--- config.mk ---
export PLATFORM = sky130hd
export DESIGN_NAME = nvff_backup_ctrl
export DESIGN_NICKNAME = d
export VERILOG_FILES = /design/src/rtl/nvb_pkg.sv /design/src/rtl/nvb_rst_sync.sv /design/src/rtl/nvb_phase_timer.sv /design/src/rtl/nvb_seq_fsm.sv /design/src/rtl/nvff_backup_ctrl.sv
export SDC_FILE = /design/constraint.sdc
export NUM_CORES = 1
export LEC_CHECK = 0
export ABC_AREA = 1
export BUFFER_PORTS_ARGS = -buffer_cell sky130_fd_sc_hd__buf_2
export CAP_MARGIN = 10
export CORE_UTILIZATION = 53
export DETAILED_ROUTE_END_ITERATION = 8
export PLACE_DENSITY = 0.72
export SETUP_SLACK_MARGIN = 0.05
export SLEW_MARGIN = 25
export SYNTH_ARGS = -nofsm -noshare
export SYNTH_HDL_FRONTEND = slang
export SYNTH_SLANG_ARGS = --single-unit
--- constraint.sdc ---
create_clock -name clk -period 1 [get_ports clk]
set_input_delay 0.1 -clock clk [delete_from_list [all_inputs] [get_ports clk]]
set_output_delay 0.1 -clock clk [all_outputs]
set_load 0.02 [all_outputs]
--- src/rtl/nvb_pkg.sv ---
package nvb_pkg;

  typedef enum logic [2:0] {
    SQ_IDLE   = 3'd0,
    SQ_PRE    = 3'd1,
    SQ_PLATE  = 3'd2,
    SQ_SETTLE = 3'd3,
    SQ_DONE   = 3'd4
  } sq_state_t;

  localparam int unsigned NPHASE = 3;

  function automatic int unsigned max3(input int unsigned a, input int unsigned b,
                                       input int unsigned c);
    int unsigned m;
    m = (a > b) ? a : b;
    return (m > c) ? m : c;
  endfunction

endpackage

--- src/rtl/nvb_rst_sync.sv ---
module nvb_rst_sync (
  input  logic clk,
  input  logic rst_n,
  output logic rst_no
);
  logic [1:0] sync_q;

  always_ff @(posedge clk or negedge rst_n) begin
    if (!rst_n) sync_q <= 2'b00;
    else        sync_q <= {sync_q[0], 1'b1};
  end

  assign rst_no = sync_q[1];
endmodule

--- src/rtl/nvb_phase_timer.sv ---
module nvb_phase_timer #(
  parameter int unsigned CW = 4
) (
  input  logic          clk,
  input  logic          rst_ni,
  input  logic          en,
  input  logic [CW-1:0] limit,
  output logic          ovf
);
  logic [CW-1:0] cnt_q, cnt_d;

  assign ovf = en && (cnt_q == CW'(limit - 1'b1));

  always_comb begin
    if (en && !ovf) cnt_d = cnt_q + 1'b1;
    else            cnt_d = '0;
  end

  always_ff @(posedge clk or negedge rst_ni) begin
    if (!rst_ni) cnt_q <= '0;
    else         cnt_q <= cnt_d;
  end


  idle_clear_chk: assert property (@(posedge clk) disable iff (!rst_ni)
    !en |=> (cnt_q == '0));
endmodule

--- src/rtl/nvb_seq_fsm.sv ---
module nvb_seq_fsm
  import nvb_pkg::*;
#(
  parameter int unsigned ST_BUD = 1750,
  parameter int unsigned RC_BUD = 750
) (
  input  logic              clk,
  input  logic              rst_ni,
  input  logic              wake_req,
  input  logic [NPHASE-1:0] ovf,
  output logic [NPHASE-1:0] phase_en,
  output logic              op_store,
  output logic              cg,
  output logic              rw,
  output logic              pch,
  output logic              pl,
  output logic              busy,
  output logic              done
);
  localparam int unsigned RLW = $clog2(ST_BUD + RC_BUD + 2);

  sq_state_t st_q, st_d;
  logic req_q, op_q, op_d, awake_q, awake_d;
  logic cg_d, rw_d, pch_d, pl_d, busy_d, done_d;

  assign phase_en = {st_q == SQ_SETTLE, st_q == SQ_PLATE, st_q == SQ_PRE};
  assign op_store = op_q;

  // next-state process
  always_comb begin
    st_d    = st_q;
    op_d    = op_q;
    awake_d = awake_q;
    unique case (st_q)
      SQ_IDLE: if (req_q != awake_q) begin
        st_d = SQ_PRE;
        op_d = !req_q;
      end
      SQ_PRE:    if (ovf[0]) st_d = SQ_PLATE;
      SQ_PLATE:  if (ovf[1]) st_d = SQ_SETTLE;
      SQ_SETTLE: if (ovf[2]) begin
        st_d    = SQ_DONE;
        awake_d = !op_q;
      end
      SQ_DONE:   st_d = SQ_IDLE;
      default:   st_d = SQ_IDLE;
    endcase
    busy_d = (st_d == SQ_PRE) || (st_d == SQ_PLATE) || (st_d == SQ_SETTLE);
    pch_d  = (st_d == SQ_PRE);
    pl_d   = (st_d == SQ_PLATE);
    rw_d   = busy_d && op_d;
    done_d = (st_d == SQ_DONE);
    cg_d   = busy_d || !awake_d;
  end

  // register process
  always_ff @(posedge clk or negedge rst_ni) begin
    if (!rst_ni) begin
      st_q    <= SQ_IDLE;
      req_q   <= 1'b0;
      op_q    <= 1'b0;
      awake_q <= 1'b0;
      cg      <= 1'b1;
      rw      <= 1'b0;
      pch     <= 1'b0;
      pl      <= 1'b0;
      busy    <= 1'b0;
      done    <= 1'b0;
    end else begin
      st_q    <= st_d;
      req_q   <= wake_req;
      op_q    <= op_d;
      awake_q <= awake_d;
      cg      <= cg_d;
      rw      <= rw_d;
      pch     <= pch_d;
      pl      <= pl_d;
      busy    <= busy_d;
      done    <= done_d;
    end
  end

  // run-length counter for the budget check
  logic [RLW-1:0] run_q;
  always_ff @(posedge clk or negedge rst_ni) begin
    if (!rst_ni)   run_q <= '0;
    else if (busy) run_q <= run_q + 1'b1;
    else           run_q <= '0;
  end


  pl_pch_excl_chk: assert property (@(posedge clk) disable iff (!rst_ni)
    !(pl && pch));

  gate_busy_chk: assert property (@(posedge clk) disable iff (!rst_ni)
    busy |-> cg);

  done_pulse_chk: assert property (@(posedge clk) disable iff (!rst_ni)
    done |=> !done);

  busy_end_chk: assert property (@(posedge clk) disable iff (!rst_ni)
    $fell(busy) |-> done);

  rw_idle_chk: assert property (@(posedge clk) disable iff (!rst_ni)
    !busy |-> !rw);

  rw_steady_chk: assert property (@(posedge clk) disable iff (!rst_ni)
    (busy && $past(busy)) |-> $stable(rw));

  pch_first_chk: assert property (@(posedge clk) disable iff (!rst_ni)
    $rose(busy) |-> pch);

  budget_chk: assert property (@(posedge clk) disable iff (!rst_ni)
    busy |-> (run_q < (op_q ? RLW'(ST_BUD) : RLW'(RC_BUD))));
endmodule

--- src/rtl/nvff_backup_ctrl.sv ---
module nvff_backup_ctrl
  import nvb_pkg::*;
#(
  parameter int unsigned CLK_MHZ = 250,
  parameter int unsigned ST_T1   = 3,
  parameter int unsigned ST_T2   = 6,
  parameter int unsigned ST_T3   = 4,
  parameter int unsigned RC_T1   = 2,
  parameter int unsigned RC_T2   = 3,
  parameter int unsigned RC_T3   = 2
) (
  input  logic clk,
  input  logic rst_n,
  input  logic wake_req,
  output logic ff_clk_gate,
  output logic cell_rw,
  output logic cell_pch,
  output logic cell_pl,
  output logic busy,
  output logic done
);
  localparam int unsigned ST_BUD = 7 * CLK_MHZ;
  localparam int unsigned RC_BUD = 3 * CLK_MHZ;
  localparam int unsigned MAXLEN = max3(max3(ST_T1, ST_T2, ST_T3), max3(RC_T1, RC_T2, RC_T3), 1);
  localparam int unsigned CW     = $clog2(MAXLEN + 1);

  logic              rst_ni;
  logic [NPHASE-1:0] ovf, phase_en;
  logic              op_store;

  nvb_rst_sync u_rst (.clk(clk), .rst_n(rst_n), .rst_no(rst_ni));

  for (genvar g = 0; g < NPHASE; g++) begin : g_tmr
    localparam int unsigned ST_LEN = (g == 0) ? ST_T1 : ((g == 1) ? ST_T2 : ST_T3);
    localparam int unsigned RC_LEN = (g == 0) ? RC_T1 : ((g == 1) ? RC_T2 : RC_T3);
    logic [CW-1:0] lim;
    assign lim = op_store ? CW'(ST_LEN) : CW'(RC_LEN);
    nvb_phase_timer #(.CW(CW)) u_tmr (
      .clk(clk), .rst_ni(rst_ni), .en(phase_en[g]), .limit(lim), .ovf(ovf[g])
    );
  end

  nvb_seq_fsm #(.ST_BUD(ST_BUD), .RC_BUD(RC_BUD)) u_fsm (
    .clk(clk), .rst_ni(rst_ni), .wake_req(wake_req), .ovf(ovf),
    .phase_en(phase_en), .op_store(op_store),
    .cg(ff_clk_gate), .rw(cell_rw), .pch(cell_pch), .pl(cell_pl),
    .busy(busy), .done(done)
  );
endmodule

# Word-level counts from Yosys, hierarchy flattened
# Index checks and enable logic that the tools add are counted.
[word_totals] ff_bits=23 latchBits=0 ramBits=0 romBits=0 in_bits=3 output_inout_bits=6 wordCells=63 memories=0
[classes] n_addsub=6 mul=0 n_div=0 order_cmp=0 eq_ne=11 shift=0 mux=15 bitwise=0 n_reduce_logical=17
[ops] operator="3-bit 2-to-1 mux" count=9
[ops] operator="3-bit by 2-bit == test with 1-bit output (second input constant)" count=4
[ops] operator="3-bit case mux with 4 select lines" count=1
[ops] operator="3-bit by 1-bit adder with 3-bit output (second input constant)" count=3
[ops] operator="3-bit == test" count=3
[ops] operator="1-bit logical AND" count=7
[ops] operator="3-bit by 1-bit == test with 1-bit output (second input constant)" count=2
[ops] operator="1-bit zero test" count=6
[ops] operator="3-bit by 1-bit subtractor with 3-bit output (second input constant)" count=2
[ops] operator="1-bit 2-to-1 mux" count=5
[ops] operator="3-bit == test (second input constant)" count=1
[ops] operator="3-bit zero test" count=1
[ops] operator="1-bit logical OR" count=3
[ops] operator="2-bit by 1-bit subtractor with 3-bit output (second input constant)" count=1
[ops] operator="1-bit != test" count=1

# Longest topological paths before layout
# Gate-level depths: netlist of the first run.
[depth] word_depth=10 ltp_mapped=8 depth_no_buf=8

# Modules after synthesis
# Synthesis of the first run repeated with hierarchy kept, for this count alone.
[unflattened] cells_unflattened=153 hier_area_um2=1242.4
[by_module_without_submodules] mod="nvb_phase_timer" n_inst=3 cells_per_inst=31 area_per_inst_um2=214.0 seq_area_each_um2=75.1
[by_module_without_submodules] mod="nvb_seq_fsm" n_inst=1 cells_per_inst=54 area_per_inst_um2=535.5 seq_area_each_um2=301.5
[by_module_without_submodules] mod="nvb_rst_sync" n_inst=1 cells_per_inst=3 area_per_inst_um2=53.8 seq_area_each_um2=50.0
[by_module_without_submodules] mod="nvff_backup_ctrl" n_inst=1 cells_per_inst=3 area_per_inst_um2=11.3 seq_area_each_um2=0.0

# Least setup slack after synthesis of the first run
# Ideal clock, no wire load.
[synth_path] kind="register to register" start="reg g_tmr[2].u_tmr.cnt_q[2]" end="reg u_fsm.rw" setup_time_ns=0.129 t_arrival_ns=1.003 t_required_ns=0.871 setup_slack_ns=-0.132 path_stages_with_launch=7 n_path_buf=0 synth_period_minus_slack_ns=1.132 path_cell_list="dfrtp_1 -> nor2_8 -> nand3_4 -> nand2_4 -> nand2_2 -> nor2_4 -> a21oi_1"
[synth_between] elab_chain_cells=8 elab_cells_between_ends=10 classes_between="4 x eq/ne; 2 x mux; 4 x reduce/logical"
[synth_lines] element="from (decl)" line="nvb_phase_timer.sv:10" rtl="logic [CW-1:0] cnt_q, cnt_d;"
[synth_lines] element="from (signal assigned)" line="nvb_phase_timer.sv:21" rtl="else cnt_q <= cnt_d;"
[synth_lines] element="3-bit == test (*)" line="nvb_phase_timer.sv:12" rtl="assign ovf = en && (cnt_q == CW'(limit - 1'b1));"
[synth_lines] element="1-bit logical AND (*)" line="nvb_phase_timer.sv:12"
[synth_lines] element="3-bit 2-to-1 mux (*)" line="nvb_seq_fsm.sv:41" rtl="SQ_SETTLE: if (ovf[2]) begin"
[synth_lines] element="3-bit case mux with 4 select lines (*)" line="nvb_seq_fsm.sv:34" rtl="unique case (st_q)"
[synth_lines] element="3-bit by 1-bit == test with 1-bit output / 3-bit by 2-bit == test with 1-bit output (equally long branches)" line="nvb_seq_fsm.sv:48" rtl="busy_d = (st_d == SQ_PRE) || (st_d == SQ_PLATE) || (st_d == SQ_SETTLE);"
[synth_lines] element="1-bit logical OR" line="nvb_seq_fsm.sv:48"
[synth_lines] element="1-bit logical OR (*)" line="nvb_seq_fsm.sv:48"
[synth_lines] element="1-bit logical AND (*)" line="nvb_seq_fsm.sv:51" rtl="rw_d = busy_d && op_d;"
[synth_lines] element="named net u_fsm.rw_d" line="nvb_seq_fsm.sv:24" rtl="logic cg_d, rw_d, pch_d, pl_d, busy_d, done_d;"
[synth_lines] element="to (signal assigned)" line="nvb_seq_fsm.sv:75" rtl="rw <= rw_d;"
[synth_lines] element="to (decl)" line="nvb_seq_fsm.sv:14" rtl="output logic rw,"
# Mark *: on every way through the listed nets, which the timed path passes. The rest lies on a longest branch.

# Final worst setup path of the first run
[layout_path] start="reg u_fsm.st_q[0]" end="reg u_fsm.rw"
[layout_between] elab_chain_cells=8 elab_cells_between_ends=19 classes_between="6 x eq/ne; 6 x mux; 7 x reduce/logical"
[layout_lines] element="from (decl)" line="nvb_seq_fsm.sv:22" rtl="sq_state_t st_q, st_d;"
[layout_lines] element="from (signal assigned)" line="nvb_seq_fsm.sv:70" rtl="st_q <= st_d;"
[layout_lines] element="3-bit by 2-bit == test with 1-bit output / 3-bit by 1-bit == test with 1-bit output (equally long branches)" line="nvb_seq_fsm.sv:26, nvb_seq_fsm.sv:34"
[layout_lines] element="1-bit logical AND" line="nvb_phase_timer.sv:12"
[layout_lines] element="3-bit 2-to-1 mux, on equally long branches" line="nvb_seq_fsm.sv:41, nvb_seq_fsm.sv:39, nvb_seq_fsm.sv:40"
[layout_lines] element="3-bit case mux with 4 select lines" line="nvb_seq_fsm.sv:34"
[layout_lines] element="3-bit by 1-bit == test with 1-bit output / 3-bit by 2-bit == test with 1-bit output (equally long branches)" line="nvb_seq_fsm.sv:48"
[layout_lines] element="1-bit logical OR (2 in series)" line="nvb_seq_fsm.sv:48"
[layout_lines] element="1-bit logical AND (*)" line="nvb_seq_fsm.sv:51"
[layout_lines] element="named net u_fsm.rw_d" line="nvb_seq_fsm.sv:24"
# Marks and branches as above.

==> flow_summary.yaml, run 1 <==
run_status:
  outcome: "finished, violations left"
  violations: "negative setup slack"
die:
  core_area_um2: 1800
  die_y_um: 47.0
  die_area_um2: 2210
  io-pin-count: 9
  die_x_um: 47.0
  initial_core_util_pct: 59.5
  rows: 15
layout:
  fin_cells: 162
  syn2layout_area_growth_pct: 33.4
  fillCellCount: 115
  drive_gt1_share_pct: 53.3
  design_area_um2: 1430
  final_cell_mix: "dfrtp_1 (17), inv_1 (15), buf_4 (15), nand2_1 (12)"
  mostFrequentLayoutCell: "dfrtp_1"
  fin_nets: 144
  diodes: 0
  fin_util_pct: 79.4
logic_synthesis:
  synth_top_area_cell: "dfrtp_1"
  yosys-top-cells-area: "dfrtp_1 (51%), inv_1 (7.7%), nand2_1 (5.3%)"
  yosysTopAreaCellShare_pct: 51.3
  seq_area_frac_synth_pct: 53.8
  syn_inst: 107
  synth-seq-cells: 23
  synthesis.nets: 113
  yosysUniqueCellTypes: 23
  syn-cell-area_um2: 1070
  yosys_warnings: 0
  syn_area_per_cell_um2: 10.0
power_and_ir_drop:
  power_density_nw_per_um2: 2740
  leakagePower_uw: 0.000689
  vdd_drop_max_mv: 1.63
  finalPower_uw: 3910
sta:
  grt_setup_unrepaired: "true"
  hold_slack_ns: 0.0990
  slew_viol_final: 0
  finalSetupViolCount: 19
  timing.final.ws_setup_ns: -0.326
  hold_viol_final: 0
  max_freq_mhz: 754
  skew_ns: 0.00904
  min_period_ns: 1.33
  min_period_over_period_pct: 133
drt:
  ant_nets: 0
  drt-total-wl_mm: 1.87
  via_per_inst: 4.65
  initialDrtViolationCount: 14
  remaining_drc_errors: 0
  drtPass1Iterations: 4
  vias: 754
  wire_per_inst_um: 11.5
worst_setup_path:
  reg2reg_to: "u_fsm.rw$_DFF_PN0_"
  crit_path_start_kind: "flop"
  end_kind: "flop"
  reg2reg_depth: 6
  cp.required_ns: 1.20
  r2r_slack_ns: -0.33
  cp_max_fo: 5
  startpoint: "u_fsm.st_q[0]$_DFF_PN0_"
  worstSetupPathType: "reg2reg"
  cp.arrival_ns: 1.53
  endpoint: "u_fsm.rw$_DFF_PN0_"
  rr_startpoint: "u_fsm.st_q[0]$_DFF_PN0_"
clock_network:
  clock_path_buffers: 2
  clock_latency_ns: 0.31
  clk_pin_slew_ns: 0.12
  cts_tree: "done"
  root_buffer: "clkbuf_4"
  htreeDepth: 1
  clkSinkCount: 23
  cts-buffers-inserted: 3
placement:
  routabilityCongestion: 0.855
  post_dp_cell_area_um2: 1230
  dpl.hpwl_mm: 1.19
  dp_cells: 151
  port_buffers: 8
global_routing:
  antenna_found_initial: 0
  grt_use_total_pct: 18.3
  grt_pass1_wl_mm: 2.70
  grt_max_degree: 22
  grt_pass1_vias: 642
  grt_overflow: 0
min_path:
  hold_class: "in2async"
job:
  max_cap_viol_count: 0
worst max-delay path, stage by stage (launching register included):
cell and delay [ns]:
dfrtp_2 0.50, nor3_4 0.25, inv_1 0.10, nor2_1 0.14, inv_1 0.09, o21ai_2 0.08
a21oi_2 0.05
layer usage:
layer / share of wire [%] / vias to the layer above / global-route usage (%)
met5: 0 / - / 0
met4: 3.9 / 0 / 13.1
met3: 2.2 / 9 / 2.69
met2: 48 / 17 / 27.8
met1: 46 / 351 / 23.8
li1: - / 377 / -
cell families (layout without fill, tap and decap cells):
logic type / count (synthesis) / count (layout) / share of synthesized area [%]
other cells: 1 / 1 / 0.350
xor+xnor: 3 / 3 / 2.45
buf+inv: 24 / 54 / 8.40
flops: 23 / 23 / 53.8
fa+ha+maj: 3 / 3 / 3.50
compound gates: 5 / 5 / 3.73
simple gates: 48 / 48 / 27.8
area by class of cell:
cell class	count	area, um^2	area share, %
clock buffers	3	22.5	1.57
repair buffers	26	221	15.5
inverters	24	92.6	6.47
well taps	25	31.3	2.19
clock inverters	1	5.00	0.350
multi-input cells	60	474	33.2
flip-flops and latches	23	583	40.8
registers in the layout, summed over array words and instances, names as in the netlist:
signal	count
g_tmr.u_tmr.cnt_q	9
u_fsm.rw	1
u_fsm.req_q	1
u_fsm.cg	1
u_rst.sync_q	2
u_fsm.awake_q	1
u_fsm.busy	1
u_fsm.pch	1
u_fsm.pl	1
u_fsm.done	1
u_fsm.op_store	1
u_fsm.st_q	3
Yosys cell counts:
| cell type | count |
|---|---|
| dfrtp_1 | 22 |
| conb_1 | 1 |
| nor2_1 | 12 |
| nand3_2 | 1 |
| a21oi_4 | 1 |
| nand3_4 | 2 |
| nor2_2 | 3 |
| nand3b_1 | 2 |
| inv_1 | 22 |
| nand2_2 | 2 |
| ha_1 | 3 |
| o21ai_2 | 1 |
| nand2_4 | 2 |
| xnor2_1 | 3 |
| inv_2 | 2 |
| nor2_4 | 2 |
| nand2_1 | 15 |
| dfstp_2 | 1 |
| nor3_2 | 2 |
| a21oi_1 | 2 |
| o21ai_0 | 1 |
| nand3_1 | 4 |
| nor2_8 | 1 |
power by group:
part	leakage (uW)	switching [uW]	total, uW	internal [uW]
Clock	0.0000177	261	410	149
Sequential	0.000279	223	1420	1200
Combinational	0.000392	1150	2080	935
metrics by stage:
stage | TNS [ns] | setup slack [ns]
2_1_floorplan | -0.583 | -0.108
3_3_place_gp | -2.67 | -0.283
3_5_place_dp | -2.90 | -0.287
4_1_cts | -2.84 | -0.245
5_1_grt | -4.15 | -0.377
6_report | -3.06 | -0.326
worst min path at each step:
stage / start / endpoint / slack (ns) / cells after the start
5_1_grt: rst_n / u_rst.sync_q[1]$_DFF_PN0_ / 0.10 / 2
3_5_place_dp: rst_n / u_rst.sync_q[1]$_DFF_PN0_ / -0.11 / 1
3_3_place_gp: rst_n / u_rst.sync_q[1]$_DFF_PN0_ / -0.12 / 1
6_report: rst_n / u_rst.sync_q[0]$_DFF_PN0_ / 0.1 / 2
4_1_cts: rst_n / u_rst.sync_q[0]$_DFF_PN0_ / 0.07 / 2
2_1_floorplan: rst_n / u_rst.sync_q[0]$_DFF_PN0_ / -0.20 / 0
repair_timing:
| item | CTS | global route |
|---|---|---|
| buffers inserted | 2 | 3 |
| hold buffers | 2 | 0 |
| setup endpoints to repair | 21 | 25 |
| hold endpoints to repair | 3 | 0 |
| pin swaps | 7 | 11 |
| resized for setup | 14 | 28 |
Note: power is estimated with default switching activity, not from simulation.
==> run 2, diff against run 1 <==
--- a/config.mk
+++ b/config.mk
@@ -8,7 +8,7 @@
 export ABC_AREA = 1
 export BUFFER_PORTS_ARGS = -buffer_cell sky130_fd_sc_hd__buf_2
 export CAP_MARGIN = 10
-export CORE_UTILIZATION = 53
+export CORE_UTILIZATION = 51
 export DETAILED_ROUTE_END_ITERATION = 8
 export PLACE_DENSITY = 0.72
 export SETUP_SLACK_MARGIN = 0.05
==> constraint.sdc (replaced) <==
create_clock -name clk -period 1.1 [get_ports clk]
set_input_delay 0.11 -clock clk [delete_from_list [all_inputs] [get_ports clk]]
set_output_delay 0.11 -clock clk [all_outputs]
set_load 0.02 [all_outputs]
==> run 2 against run 1 <==
The flow still finishes with violations (negative setup slack). Combinational power decreased by 13%. Cell count increased by 1.9%. Die area is 3.8% higher. Hold slack lost 0.019 ns.
==> flow_summary.yaml, run 2 (synthesized netlist as in run 1, its figures left out) <==
layout:
  largestRegisters: "g_tmr.u_tmr.cnt_q (9), u_fsm.st_q (3), u_rst.sync_q (2)"
  fin_nets: 145
  largest_reg_flops: 9
  mostFrequentLayoutCell: "dfrtp_1"
  syn2layout_area_growth_pct: 29.8
  diodes: 0
  fillCellCount: 155
  largest-register: "g_tmr.u_tmr.cnt_q"
  drive_gt1_share_pct: 47.8
  final_cell_mix: "dfrtp_1 (19), inv_1 (17), buf_4 (15), nand2_1 (13), nor2_1 (9)"
drt:
  drtPass1Iterations: 4
  via_per_inst: 4.53
  wire_per_inst_um: 11.8
  initialDrtViolationCount: 4
  drt-total-wl_mm: 1.96
  ant_nets: 0
  remaining_drc_errors: 0
  vias: 747
clock_network:
  clock_path_buffers: 2
  clock_latency_ns: 0.32
  htreeDepth: 1
  cts-buffers-inserted: 3
  root_buffer: "clkbuf_4"
  clkSinkCount: 23
  clk_pin_slew_ns: 0.12
  cts_tree: "done"
sta:
  timing.final.ws_setup_ns: -0.158
  finalSetupViolCount: 17
  max_freq_mhz: 795
  slew_viol_final: 0
  hold_slack_ns: 0.0797
  min_period_ns: 1.26
  hold_viol_final: 0
  finalSetupTns_ns: -1.75
  min_period_over_period_pct: 114
  skew_ns: 0.00204
  grt_setup_unrepaired: "true"
worst_setup_path:
  worstSetupPathType: "reg2reg"
  worstPathCellList: "inv_1 -> nor3_2 -> buf_4 -> inv_1 -> nand2_2 -> nor2_4 -> nor2_2"
  max_stage_delay_ns: 0.40
  cp_max_fo: 5
  reg2reg_depth: 7
  crit_top_cell: "inv_1"
  cp.required_ns: 1.36
  crit_path_start_kind: "flop"
  cp.arrival_ns: 1.52
  end_kind: "flop"
  cp_slowest_cell: "dfrtp_1"
die:
  io-pin-count: 9
  die_x_um: 47.9
  core_area_um2: 1960
  die_y_um: 47.9
  die_area_um2: 2290
  rows: 16
  initial_core_util_pct: 54.7
placement:
  port_buffers: 8
  routabilityCongestion: 0.895
  post-place-ws_ns: -0.125
  dpl.hpwl_mm: 1.40
global_routing:
  grt_use_total_pct: 19.4
  grt_overflow: 0
  antenna_found_initial: 0
  grt_max_degree: 22
  grt_pass1_vias: 689
  grt_pass1_wl_mm: 2.90
run_status:
  outcome: "finished, violations left"
  violations: "negative setup slack"
job:
  max_cap_viol_count: 0
power_and_ir_drop:
  leakagePower_uw: 0.000693
  vdd_drop_max_mv: 1.88
  power_density_nw_per_um2: 2470
min_path:
  hold_class: "in2async"
[run 2: cell count changes in the layout (fill, tap and decap cells not counted), moves of 2 or more]
cell / change
inv_1: +2
buf_2: +5
buf_6: -5
dfrtp_1: +2
dfrtp_2: -2
[run 2: area by class of cell]
cell class / instances / area [um^2] / share of cell area (%)
flip-flops and latches: 23 / 581 / 41.7
multi-input cells: 60 / 449 / 32.3
repair buffers: 27 / 210 / 15.1
inverters: 24 / 90.1 / 6.47
well taps: 27 / 33.8 / 2.43
clock buffers: 3 / 22.5 / 1.62
clock inverters: 1 / 5.00 / 0.360
[run 2: final timing paths]
kind                       slack [ns]                      start                        end
setup / recovery                -0.16    u_fsm.st_q[1]$_DFF_PN0_         u_fsm.pl$_DFF_PN0_
hold / removal                   0.08                      rst_n  u_rst.sync_q[1]$_DFF_PN0_
setup reg to reg                -0.16    u_fsm.st_q[1]$_DFF_PN0_         u_fsm.pl$_DFF_PN0_
hold reg to reg                  0.23  u_rst.sync_q[1]$_DFF_PN0_      u_fsm.req_q$_DFF_PN0_
max in group asynchronous        0.66  u_rst.sync_q[1]$_DFF_PN0_         u_fsm.cg$_DFF_PN1_
min in group clk                 0.40  u_rst.sync_q[0]$_DFF_PN0_  u_rst.sync_q[1]$_DFF_PN0_
[run 2: through the flow]
step | cell area, um^2 | std cells | util (%) | total power [uW]
after floorplan | 1070 | 107 | - | 2260
after global placement | 1230 | 151 | 62.6 | 2640
after detailed placement | 1230 | 151 | 62.6 | 2710
after CTS | 1350 | 164 | 69.0 | 3320
after global routing | 1390 | 165 | 70.9 | 3670
final | 1390 | 165 | 70.9 | 3440
[run 2: report_power, final]
group | switching [uW] | total, uW | internal (uW) | leakage, uW
clock | 258 | 395 | 137 | 0.0000177
sequential | 168 | 1250 | 1080 | 0.000282
combinational | 1010 | 1800 | 789 | 0.000393
total | 1430 | 3440 | 2010 | 0.000693
[run 2: critical path: cells and delay by family (launching register included)]
kind	cells	cell delay, ns
simple gates	4	0.50
flops	1	0.40
buf+inv	3	0.29
[run 2: per-layer routing]
| layer | up-vias | part of all wire, % | global-route usage [%] | wire length [um] |
|---|---|---|---|---|
| li1 | 376 | - | - | - |
| met1 | 358 | 39 | 21.1 | 757 |
| met2 | 8 | 56 | 36.8 | 1100 |
| met3 | 5 | 2.7 | 3.02 | 52 |
| met4 | 0 | 2.1 | 8.33 | 41 |
| met5 | - | 0 | 0 | 0 |
[run 2: repair_timing]
item	4_1_cts	5_1_grt
pin swaps	7	8
resized for setup	9	12
setup buffers	7	1
hold buffers	2	0
endpoints found under the setup margin	19	19
hold endpoints to repair	3	0
